[config.mk]
export PLATFORM = sky130hd
export DESIGN_NAME = otp_fuse_ctrl
export DESIGN_NICKNAME = d
export VERILOG_FILES = /design/src/rtl/otp_ctrl_pkg.sv /design/src/rtl/otp_ctrl_fsm.sv /design/src/rtl/otp_ctrl_regs.sv /design/src/rtl/otp_fuse_ctrl.sv
export SDC_FILE = /design/constraint.sdc
export NUM_CORES = 2
export LEC_CHECK = 0
export BUFFER_PORTS_ARGS = -buffer_cell sky130_fd_sc_hd__buf_2
export CORE_AREA = 2 2 460 462
export DETAILED_ROUTE_END_ITERATION = 8
export DIE_AREA = 0 0 462 464
export PLACE_DENSITY_LB_ADDON = 0.1
export SLEW_MARGIN = 25
export SYNTH_ARGS = -nofsm -noshare
export SYNTH_HDL_FRONTEND = slang
export SYNTH_SLANG_ARGS = --single-unit
[constraint.sdc]
create_clock -name clk -period 4.8 [get_ports clk]
set_input_delay 0.96 -clock clk [delete_from_list [all_inputs] [get_ports clk]]
set_output_delay 0.96 -clock clk [all_outputs]
set_load 0.03 [all_outputs]
[src/rtl/otp_ctrl_pkg.sv]
`timescale 1ns/1ps
package otp_ctrl_pkg;
  localparam int unsigned BUS_AW = 12;

  localparam logic [BUS_AW-1:0] OFS_CFG    = 12'h000;
  localparam logic [BUS_AW-1:0] OFS_CMD    = 12'h004;
  localparam logic [BUS_AW-1:0] OFS_WDATA  = 12'h008;
  localparam logic [BUS_AW-1:0] OFS_STAT   = 12'h00C;
  localparam logic [BUS_AW-1:0] OFS_DIST   = 12'h01C;
  localparam logic [BUS_AW-1:0] OFS_ERR    = 12'h034;
  localparam logic [BUS_AW-1:0] OFS_SHADOW = 12'h200;

  typedef enum logic [2:0] {
    MODE_OFF    = 3'd0,
    MODE_PWRSEQ = 3'd1,
    MODE_IDLE   = 3'd2,
    MODE_READ   = 3'd3,
    MODE_PGM    = 3'd4,
    MODE_VERIFY = 3'd5
  } mode_e;

  // packed MSB first: register image {rdTime[8:7], pulse[6:3], freq[2:1], pwrReq[0]}
  typedef struct packed {
    logic [1:0] rdTime;
    logic [3:0] pulse;
    logic [1:0] freq;
    logic       pwrReq;
  } cfg_t;

  typedef struct packed {
    logic shadowWe;
    logic pgmStart;
    logic setErr;
    logic failDone;
    logic passLock;
  } ctl_strobe_t;
endpackage

[src/rtl/otp_ctrl_fsm.sv]
`timescale 1ns/1ps
module otp_ctrl_fsm
  import otp_ctrl_pkg::*;
#(
  parameter int unsigned NUM_WORDS = 64,
  parameter int unsigned PWR_DELAY = 4,
  parameter int unsigned RD_BASE   = 3,
  parameter int unsigned PGM_BASE  = 4,
  localparam int unsigned IDX_W    = $clog2(NUM_WORDS)
) (
  input  logic             clk,
  input  logic             rstN,
  input  logic             cfgPwrReq,
  input  logic [3:0]       cfgPulse,
  input  logic [1:0]       cfgRdTime,
  input  logic [31:0]      wdata,
  input  logic             cmdWr,
  input  logic [IDX_W-1:0] cmdIdx,
  input  logic             cmdPgm,
  input  logic             cmdLock,
  input  logic             cmdLocked,
  input  logic [31:0]      fuseRdData,
  input  logic             fuseFault,
  output logic [IDX_W-1:0] fuseIdx,
  output logic             fuseRdEn,
  output logic             fusePgmEn,
  output logic [31:0]      fusePgmMask,
  output logic             busy,
  output logic             pwrUp,
  output logic [2:0]       mode,
  output ctl_strobe_t      strb,
  output logic [IDX_W-1:0] strbIdx,
  output logic [IDX_W-1:0] errIdx
);
  localparam int unsigned MAX_A = (PWR_DELAY > PGM_BASE + 15) ? PWR_DELAY : PGM_BASE + 15;
  localparam int unsigned MAX_C = (MAX_A > RD_BASE + 3) ? MAX_A : RD_BASE + 3;
  localparam int unsigned CNT_W = $clog2(MAX_C + 1);

  typedef enum logic [2:0] {S_OFF, S_PWRUP, S_IDLE, S_PWRDN, S_READ, S_PGM, S_VERIFY} state_e;

  state_e           state;
  logic [CNT_W-1:0] cnt;
  logic [IDX_W-1:0] cmdIdxQ;
  logic [31:0]      cmdDataQ;
  logic             lockQ;
  logic             faultSeen;
  logic             accept;
  logic             verifyFail;

  assign accept     = cmdWr && (state == S_IDLE) && !(cmdPgm && cmdLocked);
  assign verifyFail = faultSeen || ((fuseRdData & cmdDataQ) != cmdDataQ);

  always_ff @(posedge clk) begin
    if (!rstN) begin
      state     <= S_OFF;
      cnt       <= '0;
      cmdIdxQ   <= '0;
      cmdDataQ  <= '0;
      lockQ     <= 1'b0;
      faultSeen <= 1'b0;
    end else begin
      case (state)
        S_OFF: if (cfgPwrReq) begin
          state <= S_PWRUP;
          cnt   <= CNT_W'(PWR_DELAY - 1);
        end
        S_PWRUP: if (cnt == '0) state <= S_IDLE; else cnt <= cnt - 1'b1;
        S_IDLE: begin
          if (accept) begin
            cmdIdxQ   <= cmdIdx;
            cmdDataQ  <= wdata;
            lockQ     <= cmdLock && cmdPgm;
            faultSeen <= 1'b0;
            if (cmdPgm) begin
              state <= S_PGM;
              cnt   <= CNT_W'(PGM_BASE) + CNT_W'(cfgPulse) - CNT_W'(1);
            end else begin
              state <= S_READ;
              cnt   <= CNT_W'(RD_BASE) + CNT_W'(cfgRdTime) - CNT_W'(1);
            end
          end else if (!cfgPwrReq) begin
            state <= S_PWRDN;
            cnt   <= CNT_W'(PWR_DELAY - 1);
          end
        end
        S_PWRDN: if (cnt == '0) state <= S_OFF; else cnt <= cnt - 1'b1;
        S_READ:  if (cnt == '0) state <= S_IDLE; else cnt <= cnt - 1'b1;
        S_PGM: begin
          if (fuseFault) faultSeen <= 1'b1;
          if (cnt == '0) state <= S_VERIFY; else cnt <= cnt - 1'b1;
        end
        S_VERIFY: state <= S_IDLE;
        default:  state <= S_OFF;
      endcase
    end
  end

  always_comb begin
    strb          = '0;
    strb.shadowWe = (state == S_READ) && (cnt == '0);
    strb.pgmStart = accept && cmdPgm;
    strb.setErr   = cmdWr && !accept;
    strb.failDone = (state == S_VERIFY) && verifyFail;
    strb.passLock = (state == S_VERIFY) && !verifyFail && lockQ;
  end
  assign strbIdx = cmdIdxQ;
  assign errIdx  = cmdIdx;

  assign fuseIdx     = cmdIdxQ;
  assign fuseRdEn    = (state == S_READ) || (state == S_VERIFY);
  assign fusePgmEn   = (state == S_PGM);
  assign fusePgmMask = fusePgmEn ? cmdDataQ : '0;
  assign busy        = (state == S_READ) || (state == S_PGM) || (state == S_VERIFY);
  assign pwrUp       = (state != S_OFF) && (state != S_PWRUP);

  always_comb begin
    case (state)
      S_OFF:    mode = MODE_OFF;
      S_PWRUP,
      S_PWRDN:  mode = MODE_PWRSEQ;
      S_IDLE:   mode = MODE_IDLE;
      S_READ:   mode = MODE_READ;
      S_PGM:    mode = MODE_PGM;
      default:  mode = MODE_VERIFY;
    endcase
  end

  p_busy_powered_r8: assert property (@(posedge clk) disable iff (!rstN)
    busy |-> pwrUp);
  p_refused_stays_idle_r2: assert property (@(posedge clk) disable iff (!rstN)
    (cmdWr && !busy && mode != MODE_IDLE) |=> !busy);
  p_verify_follows_pulse_r4: assert property (@(posedge clk) disable iff (!rstN)
    $fell(fusePgmEn) |-> fuseRdEn);
endmodule

[src/rtl/otp_ctrl_regs.sv]
`timescale 1ns/1ps
module otp_ctrl_regs
  import otp_ctrl_pkg::*;
#(
  parameter int unsigned NUM_WORDS = 64,
  localparam int unsigned IDX_W    = $clog2(NUM_WORDS)
) (
  input  logic              clk,
  input  logic              rstN,
  input  logic              busSel,
  input  logic              busWrite,
  input  logic [BUS_AW-1:0] busAddr,
  input  logic [31:0]       busWData,
  output logic [31:0]       busRData,
  input  ctl_strobe_t       strb,
  input  logic [IDX_W-1:0]  strbIdx,
  input  logic [IDX_W-1:0]  errIdx,
  input  logic              busy,
  input  logic              pwrUp,
  input  logic [2:0]        mode,
  input  logic [31:0]       fuseRdData,
  output logic              cfgPwrReq,
  output logic [3:0]        cfgPulse,
  output logic [1:0]        cfgRdTime,
  output logic [31:0]       wdata,
  output logic              cmdWr,
  output logic [IDX_W-1:0]  cmdIdx,
  output logic              cmdPgm,
  output logic              cmdLock,
  output logic              cmdLocked
);
  localparam int unsigned NUM_BANKS = (NUM_WORDS + 31) / 32;
  localparam int unsigned PAD_W     = NUM_BANKS * 32;
  localparam logic [BUS_AW-1:0] SH_END = OFS_SHADOW + BUS_AW'(4 * NUM_WORDS);

  cfg_t                        cfgQ;
  logic [31:0]                 wdataQ;
  logic [NUM_WORDS-1:0][31:0]  shadowQ;
  logic [NUM_WORDS-1:0]        errQ;
  logic [NUM_WORDS-1:0]        distQ;
  logic [NUM_WORDS-1:0]        lockQ;
  logic                        failQ;
  logic                        wrEn;
  logic [PAD_W-1:0]            errPad;
  logic [PAD_W-1:0]            distPad;

  assign wrEn      = busSel && busWrite;
  assign cmdWr     = wrEn && (busAddr == OFS_CMD);
  assign cmdIdx    = busWData[IDX_W-1:0];
  assign cmdPgm    = busWData[8];
  assign cmdLock   = busWData[9];
  assign cmdLocked = lockQ[cmdIdx];
  assign cfgPwrReq = cfgQ.pwrReq;
  assign cfgPulse  = cfgQ.pulse;
  assign cfgRdTime = cfgQ.rdTime;
  assign wdata     = wdataQ;

  always_ff @(posedge clk) begin
    if (!rstN) begin
      cfgQ   <= '0;
      wdataQ <= '0;
    end else begin
      if (wrEn && busAddr == OFS_CFG)   cfgQ   <= cfg_t'(busWData[8:0]);
      if (wrEn && busAddr == OFS_WDATA) wdataQ <= busWData;
    end
  end

  always_ff @(posedge clk) begin
    if (!rstN) shadowQ <= '0;
    else if (strb.shadowWe) shadowQ[strbIdx] <= fuseRdData;
  end

  always_ff @(posedge clk) begin
    if (!rstN) begin
      errQ  <= '0;
      distQ <= '0;
      lockQ <= '0;
      failQ <= 1'b0;
    end else begin
      if (strb.setErr)   errQ[errIdx]    <= 1'b1;
      if (strb.failDone) distQ[strbIdx]  <= 1'b1;
      if (strb.passLock) lockQ[strbIdx]  <= 1'b1;
      if (strb.pgmStart)      failQ <= 1'b0;
      else if (strb.failDone) failQ <= 1'b1;
    end
  end

  assign errPad  = PAD_W'(errQ);
  assign distPad = PAD_W'(distQ);

  always_comb begin
    busRData = '0;
    if (busAddr == OFS_CFG)   busRData = 32'(cfgQ);
    if (busAddr == OFS_WDATA) busRData = wdataQ;
    if (busAddr == OFS_STAT)  busRData = {26'b0, pwrUp, failQ, busy, mode};
    for (int b = 0; b < NUM_BANKS; b++) begin
      if (busAddr == OFS_DIST + BUS_AW'(4 * b)) busRData = distPad[b*32 +: 32];
      if (busAddr == OFS_ERR  + BUS_AW'(4 * b)) busRData = errPad[b*32 +: 32];
    end
    if (busAddr >= OFS_SHADOW && busAddr < SH_END && busAddr[1:0] == 2'b00)
      busRData = shadowQ[IDX_W'((busAddr - OFS_SHADOW) >> 2)];
  end

  p_err_sticky_r2: assert property (@(posedge clk) disable iff (!rstN)
    (errQ & $past(errQ)) == $past(errQ));
  p_fail_marks_word_r5: assert property (@(posedge clk) disable iff (!rstN)
    $rose(failQ) |-> (distQ != '0));
  p_shadow_hold_r9: assert property (@(posedge clk) disable iff (!rstN)
    !strb.shadowWe |=> $stable(shadowQ));
endmodule

[src/rtl/otp_fuse_ctrl.sv]
`timescale 1ns/1ps
module otp_fuse_ctrl
  import otp_ctrl_pkg::*;
#(
  parameter int unsigned NUM_WORDS = 64,
  parameter int unsigned PWR_DELAY = 4,
  parameter int unsigned RD_BASE   = 3,
  parameter int unsigned PGM_BASE  = 4,
  localparam int unsigned IDX_W    = $clog2(NUM_WORDS)
) (
  input  logic             clk,
  input  logic             rstN,
  input  logic             busSel,
  input  logic             busWrite,
  input  logic [11:0]      busAddr,
  input  logic [31:0]      busWData,
  output logic [31:0]      busRData,
  output logic [IDX_W-1:0] fuseIdx,
  output logic             fuseRdEn,
  input  logic [31:0]      fuseRdData,
  output logic             fusePgmEn,
  output logic [31:0]      fusePgmMask,
  input  logic             fuseFault
);
  ctl_strobe_t      strb;
  logic [IDX_W-1:0] strbIdx, errIdx, cmdIdx;
  logic             busy, pwrUp, cfgPwrReq, cmdWr, cmdPgm, cmdLock, cmdLocked;
  logic [2:0]       mode;
  logic [3:0]       cfgPulse;
  logic [1:0]       cfgRdTime;
  logic [31:0]      wdata;

  otp_ctrl_regs #(.NUM_WORDS(NUM_WORDS)) u_regs (
    .clk(clk), .rstN(rstN), .busSel(busSel), .busWrite(busWrite),
    .busAddr(busAddr), .busWData(busWData), .busRData(busRData),
    .strb(strb), .strbIdx(strbIdx), .errIdx(errIdx),
    .busy(busy), .pwrUp(pwrUp), .mode(mode), .fuseRdData(fuseRdData),
    .cfgPwrReq(cfgPwrReq), .cfgPulse(cfgPulse), .cfgRdTime(cfgRdTime),
    .wdata(wdata), .cmdWr(cmdWr), .cmdIdx(cmdIdx), .cmdPgm(cmdPgm),
    .cmdLock(cmdLock), .cmdLocked(cmdLocked)
  );

  otp_ctrl_fsm #(
    .NUM_WORDS(NUM_WORDS), .PWR_DELAY(PWR_DELAY),
    .RD_BASE(RD_BASE), .PGM_BASE(PGM_BASE)
  ) u_fsm (
    .clk(clk), .rstN(rstN), .cfgPwrReq(cfgPwrReq), .cfgPulse(cfgPulse),
    .cfgRdTime(cfgRdTime), .wdata(wdata), .cmdWr(cmdWr), .cmdIdx(cmdIdx),
    .cmdPgm(cmdPgm), .cmdLock(cmdLock), .cmdLocked(cmdLocked),
    .fuseRdData(fuseRdData), .fuseFault(fuseFault), .fuseIdx(fuseIdx),
    .fuseRdEn(fuseRdEn), .fusePgmEn(fusePgmEn), .fusePgmMask(fusePgmMask),
    .busy(busy), .pwrUp(pwrUp), .mode(mode), .strb(strb),
    .strbIdx(strbIdx), .errIdx(errIdx)
  );
endmodule

==> results_dict.tcl <==
set metrics [dict create \
    worstSkewPairLatency_ns 0.91 \
    root_buffer "clkbuf_16" \
    cts_tree "yes" \
    timing.final.crit_period_ns 4.86 \
    fin_skew_ns 0.0510 \
    grt_use_met2_pct 57.2 \
    fmax_ghz 0.206 \
    drcViolationCount 5 \
    core_um2 209000 \
    overflow 0 \
    grt.busiest_layer "met2" \
    clock_sinks 2330 \
    finalMaxSlewViolations 0 \
    syn_nets 11700 \
    yosys_warnings 0 \
    place.gp.congestion 0.947 \
    grt_usage_pct 37.0 \
    wirelength_um 408000 \
    combPwrFrac_pct 4.6 \
    ys_ff_latch 2330 \
    cts_max_level 5 \
    finalPower_uw 42000 \
    clkTransAtPathRegs_ns 0.06 \
    p_leak_uw 0.0382 \
    p_int_uw 32500 \
    die_w_um 462 \
    holdWs_ns 0.295 \
    crit_path_top_delay_cell "mux4_2" \
    placement.io_buffers 152 \
    grt_pass1_vias 83500 \
    numCtsBuffers 274 \
    hold_buffers 0 \
    io_pins 153 \
    hold_path.startpoint "busWData[11]" \
    syn-mean-instance-area_um2 9.00 \
    worstMarginPinSlew_ns 1.27 \
    crit_path_max_fanout 8 \
    grt_antenna_before_repair 27 \
    p_sw_share_pct 22.6 \
    fin_nets 11400 \
    min_delay_path_depth 3 \
    fin_crit_sh_pct 101 \
    hpwl_um 241000 \
    r2r_cells 7 \
    endpoint_kind "output pin" \
    drt-wirelength-per-cell_um 28.4 \
    dieHeight_um 464 \
    switchingPower_uw 9470 \
    seqPwrFrac_pct 46.0 \
    status "complete, but fails checks" \
    die_area_um2 214000 \
    timing.rr.end "u_regs.shadowQ[745]" \
    rsz0062_at_grt "yes" \
    slowest_delay_ns 0.65 \
    synth_fa_ha_area_share_pct 0.0601 \
    syn_inst 11600 \
    synth_ff_type "dfxtp_1" \
    drive_gt1_share_pct 15.9 \
    grt_pass1_wl_um 584000 \
    cts_buffer_depth 4 \
    ir_worst_vdd_mv 0.387 \
    synth_edf_count 0 \
    async_flop_share_pct 0 \
    rows 168 \
    hp-class "in -> reg" \
    r2r-start "u_fsm.fuseIdx[3]" \
    setup_ws_ns -0.0622 \
    grt_max_degree 253 \
    pwr-share-clk_pct 49.4 \
    worstPathRequired_ns 3.84 \
    grt_use_met1_pct 49.1 \
    crit_chain "buf_16, buf_16, buf_12, buf_12, mux4_2, mux4_2, mux4_2, nor2_2, a31oi_1, buf_4, buf_6" \
    critPathKind "in -> out" \
    postRouteAntennaNets 0 \
    power_per_cell_area_nw_per_um2 355 \
    globalRouteMet3Util_pct 7.81 \
    max_cap_violations 0 \
    maxSlewHeadroom_pct 15.5 \
    synth_top_family_by_area "simple AND/OR/NAND/NOR gates" \
    n_fill_cell 18200 \
    timing.reg2reg.setup_slack_ns 1.29 \
    start_kind "input port" \
    muxShareOfSynthArea_pct 14.9 \
    synth_compound_area_share_pct 17.5 \
    vias 88500 \
    setup_violations 20 \
    initial_utilization_pct 49.8 \
    vias_per_cell 6.18 \
    cp_common_cell "mux4_2" \
    synthToLayoutAreaGrowth_pct 13.7 \
    critical_path_arrival_ns 3.90 \
    netlist_area_um2 104000 \
    synthSimpleGateAreaFrac_pct 18.3 \
    synth_cell_types 68 \
    dr.pass1.iters 9 \
    violations "design-rule violations, negative setup slack" \
    ys_seq_area_share_pct 44.8 \
    yosys.area_share.xor_xnor_pct 0.0420 \
    drt_iter0_drc 12000 \
    hold_viol 0 \
    hold_end "u_regs.wdata[11]" \
]
[worst max path at each step]
stage,start,end,depth (start not counted)
after global placement,busAddr[2],busRData[20],9
after global routing,busAddr[2],busRData[22],11
final,busAddr[2],busRData[29],11
after detailed placement,busAddr[2],busRData[20],9
after floorplan,busAddr[2],busRData[12],8
after CTS,busAddr[2],busRData[3],8
[repair_timing]
action	in CTS	in global routing
pin swaps	2	8
buffers inserted	17	37
gates resized for setup	50	58
setup endpoints to repair	32	29
gates cloned	3	11
[cell families after synthesis]
group,Yosys count
muxes,700
AOI/OAI and AO/OA,2490
and+or+nand+nor,4857
adders and majority gates,5
xor gates and xnor gates,5
DFF,2330
buffers and inverters,1188
[cells in the mapped netlist, types with 44 or more instances]
| library cell | count | share of area (%) |
|---|---|---|
| nor2b_1 | 147 | 0.88 |
| mux4_2 | 678 | 15 |
| a21boi_0 | 2108 | 15 |
| nor3_1 | 75 | 0.36 |
| nand2_1 | 4391 | 16 |
| dfxtp_1 | 2330 | 45 |
| inv_1 | 44 | 0.16 |
| nor2_1 | 101 | 0.36 |
| a31oi_1 | 61 | 0.37 |
| buf_2 | 63 | 0.30 |
| a21oi_1 | 114 | 0.55 |
| o21ai_0 | 76 | 0.37 |
| clkbuf_1 | 1050 | 3.8 |
[power by group through the flow]
stage,combinational [uW],sequential [uW],clock [uW]
after floorplan,1150,19800,0
after global placement,1750,19800,0
after detailed placement,1770,19800,0
after CTS,1810,19300,20900
after global routing,1980,19300,21700
final,1930,19300,20700
[cells in the final DEF (no fill, tap or decap), types with 60 or more instances in the layout]
| master | instances |
|---|---|
| nand2_1 | 4381 |
| dfxtp_1 | 2330 |
| a21boi_0 | 2108 |
| mux4_2 | 678 |
| buf_4 | 379 |
| clkbuf_16 | 294 |
| nor2b_1 | 145 |
| buf_2 | 126 |
| a21oi_1 | 114 |
| nor2_1 | 84 |
| o21ai_0 | 76 |
| nor3_2 | 69 |
| buf_12 | 60 |
[registers in the layout, summed over array words and instances, names as in the netlist, 2 cells and up]
name and flops:
u_fsm.fuseIdx 6, u_regs.cfgPulse 4, u_fsm.cmdDataQ 32, u_regs.shadowQ 2048, u_regs.errPad 64, u_regs.wdata 32
u_fsm.state 3, u_fsm.cnt 5, u_regs.cfgRdTime 2, u_regs.distPad 64, u_regs.lockQ 64, u_regs.cfgQ 2
[worst max-delay path, delay by kind of cell]
family | cells | cell delay, ns
muxes | 3 | 1.79
buffers and inverters | 6 | 0.92
and+or+nand+nor | 1 | 0.13
AOI/OAI and AO/OA | 1 | 0.05
[metal layers]
layer,up-vias,wire [um]
li1,38600,-
met1,43700,159000
met2,5095,181000
met3,1098,44200
met4,16,23200
met5,-,111
[per-stage QoR]
stage	utilization, %	setup TNS (ns)	setup slack [ns]	cells	instance area (um^2)
finish	56.6	-0.542	-0.0622	14300	118000
global route	56.6	-0.666	-0.0557	14300	118000
CTS	56.2	-0.403	-0.0809	14300	118000
detailed placement	51.8	-4.73	-0.245	13800	108000
global placement	51.8	-4.79	-0.258	13800	108000
floorplan	-	0	0.341	11600	104000
[cell type report]
class	instances	area [um^2]	share of cell area [%]
Multi-Input combinational cell	8057	53400	45.1
Sequential cell	2330	46600	39.4
Clock buffer	399	8090	6.83
Timing Repair Buffer	628	5840	4.93
Tap cell	2805	3510	2.96
Clock inverter	60	701	0.592
Inverter	44	165	0.140
Antenna cell	8	20.0	0.0169
No activity file was read; power rests on OpenSTA's default activity.
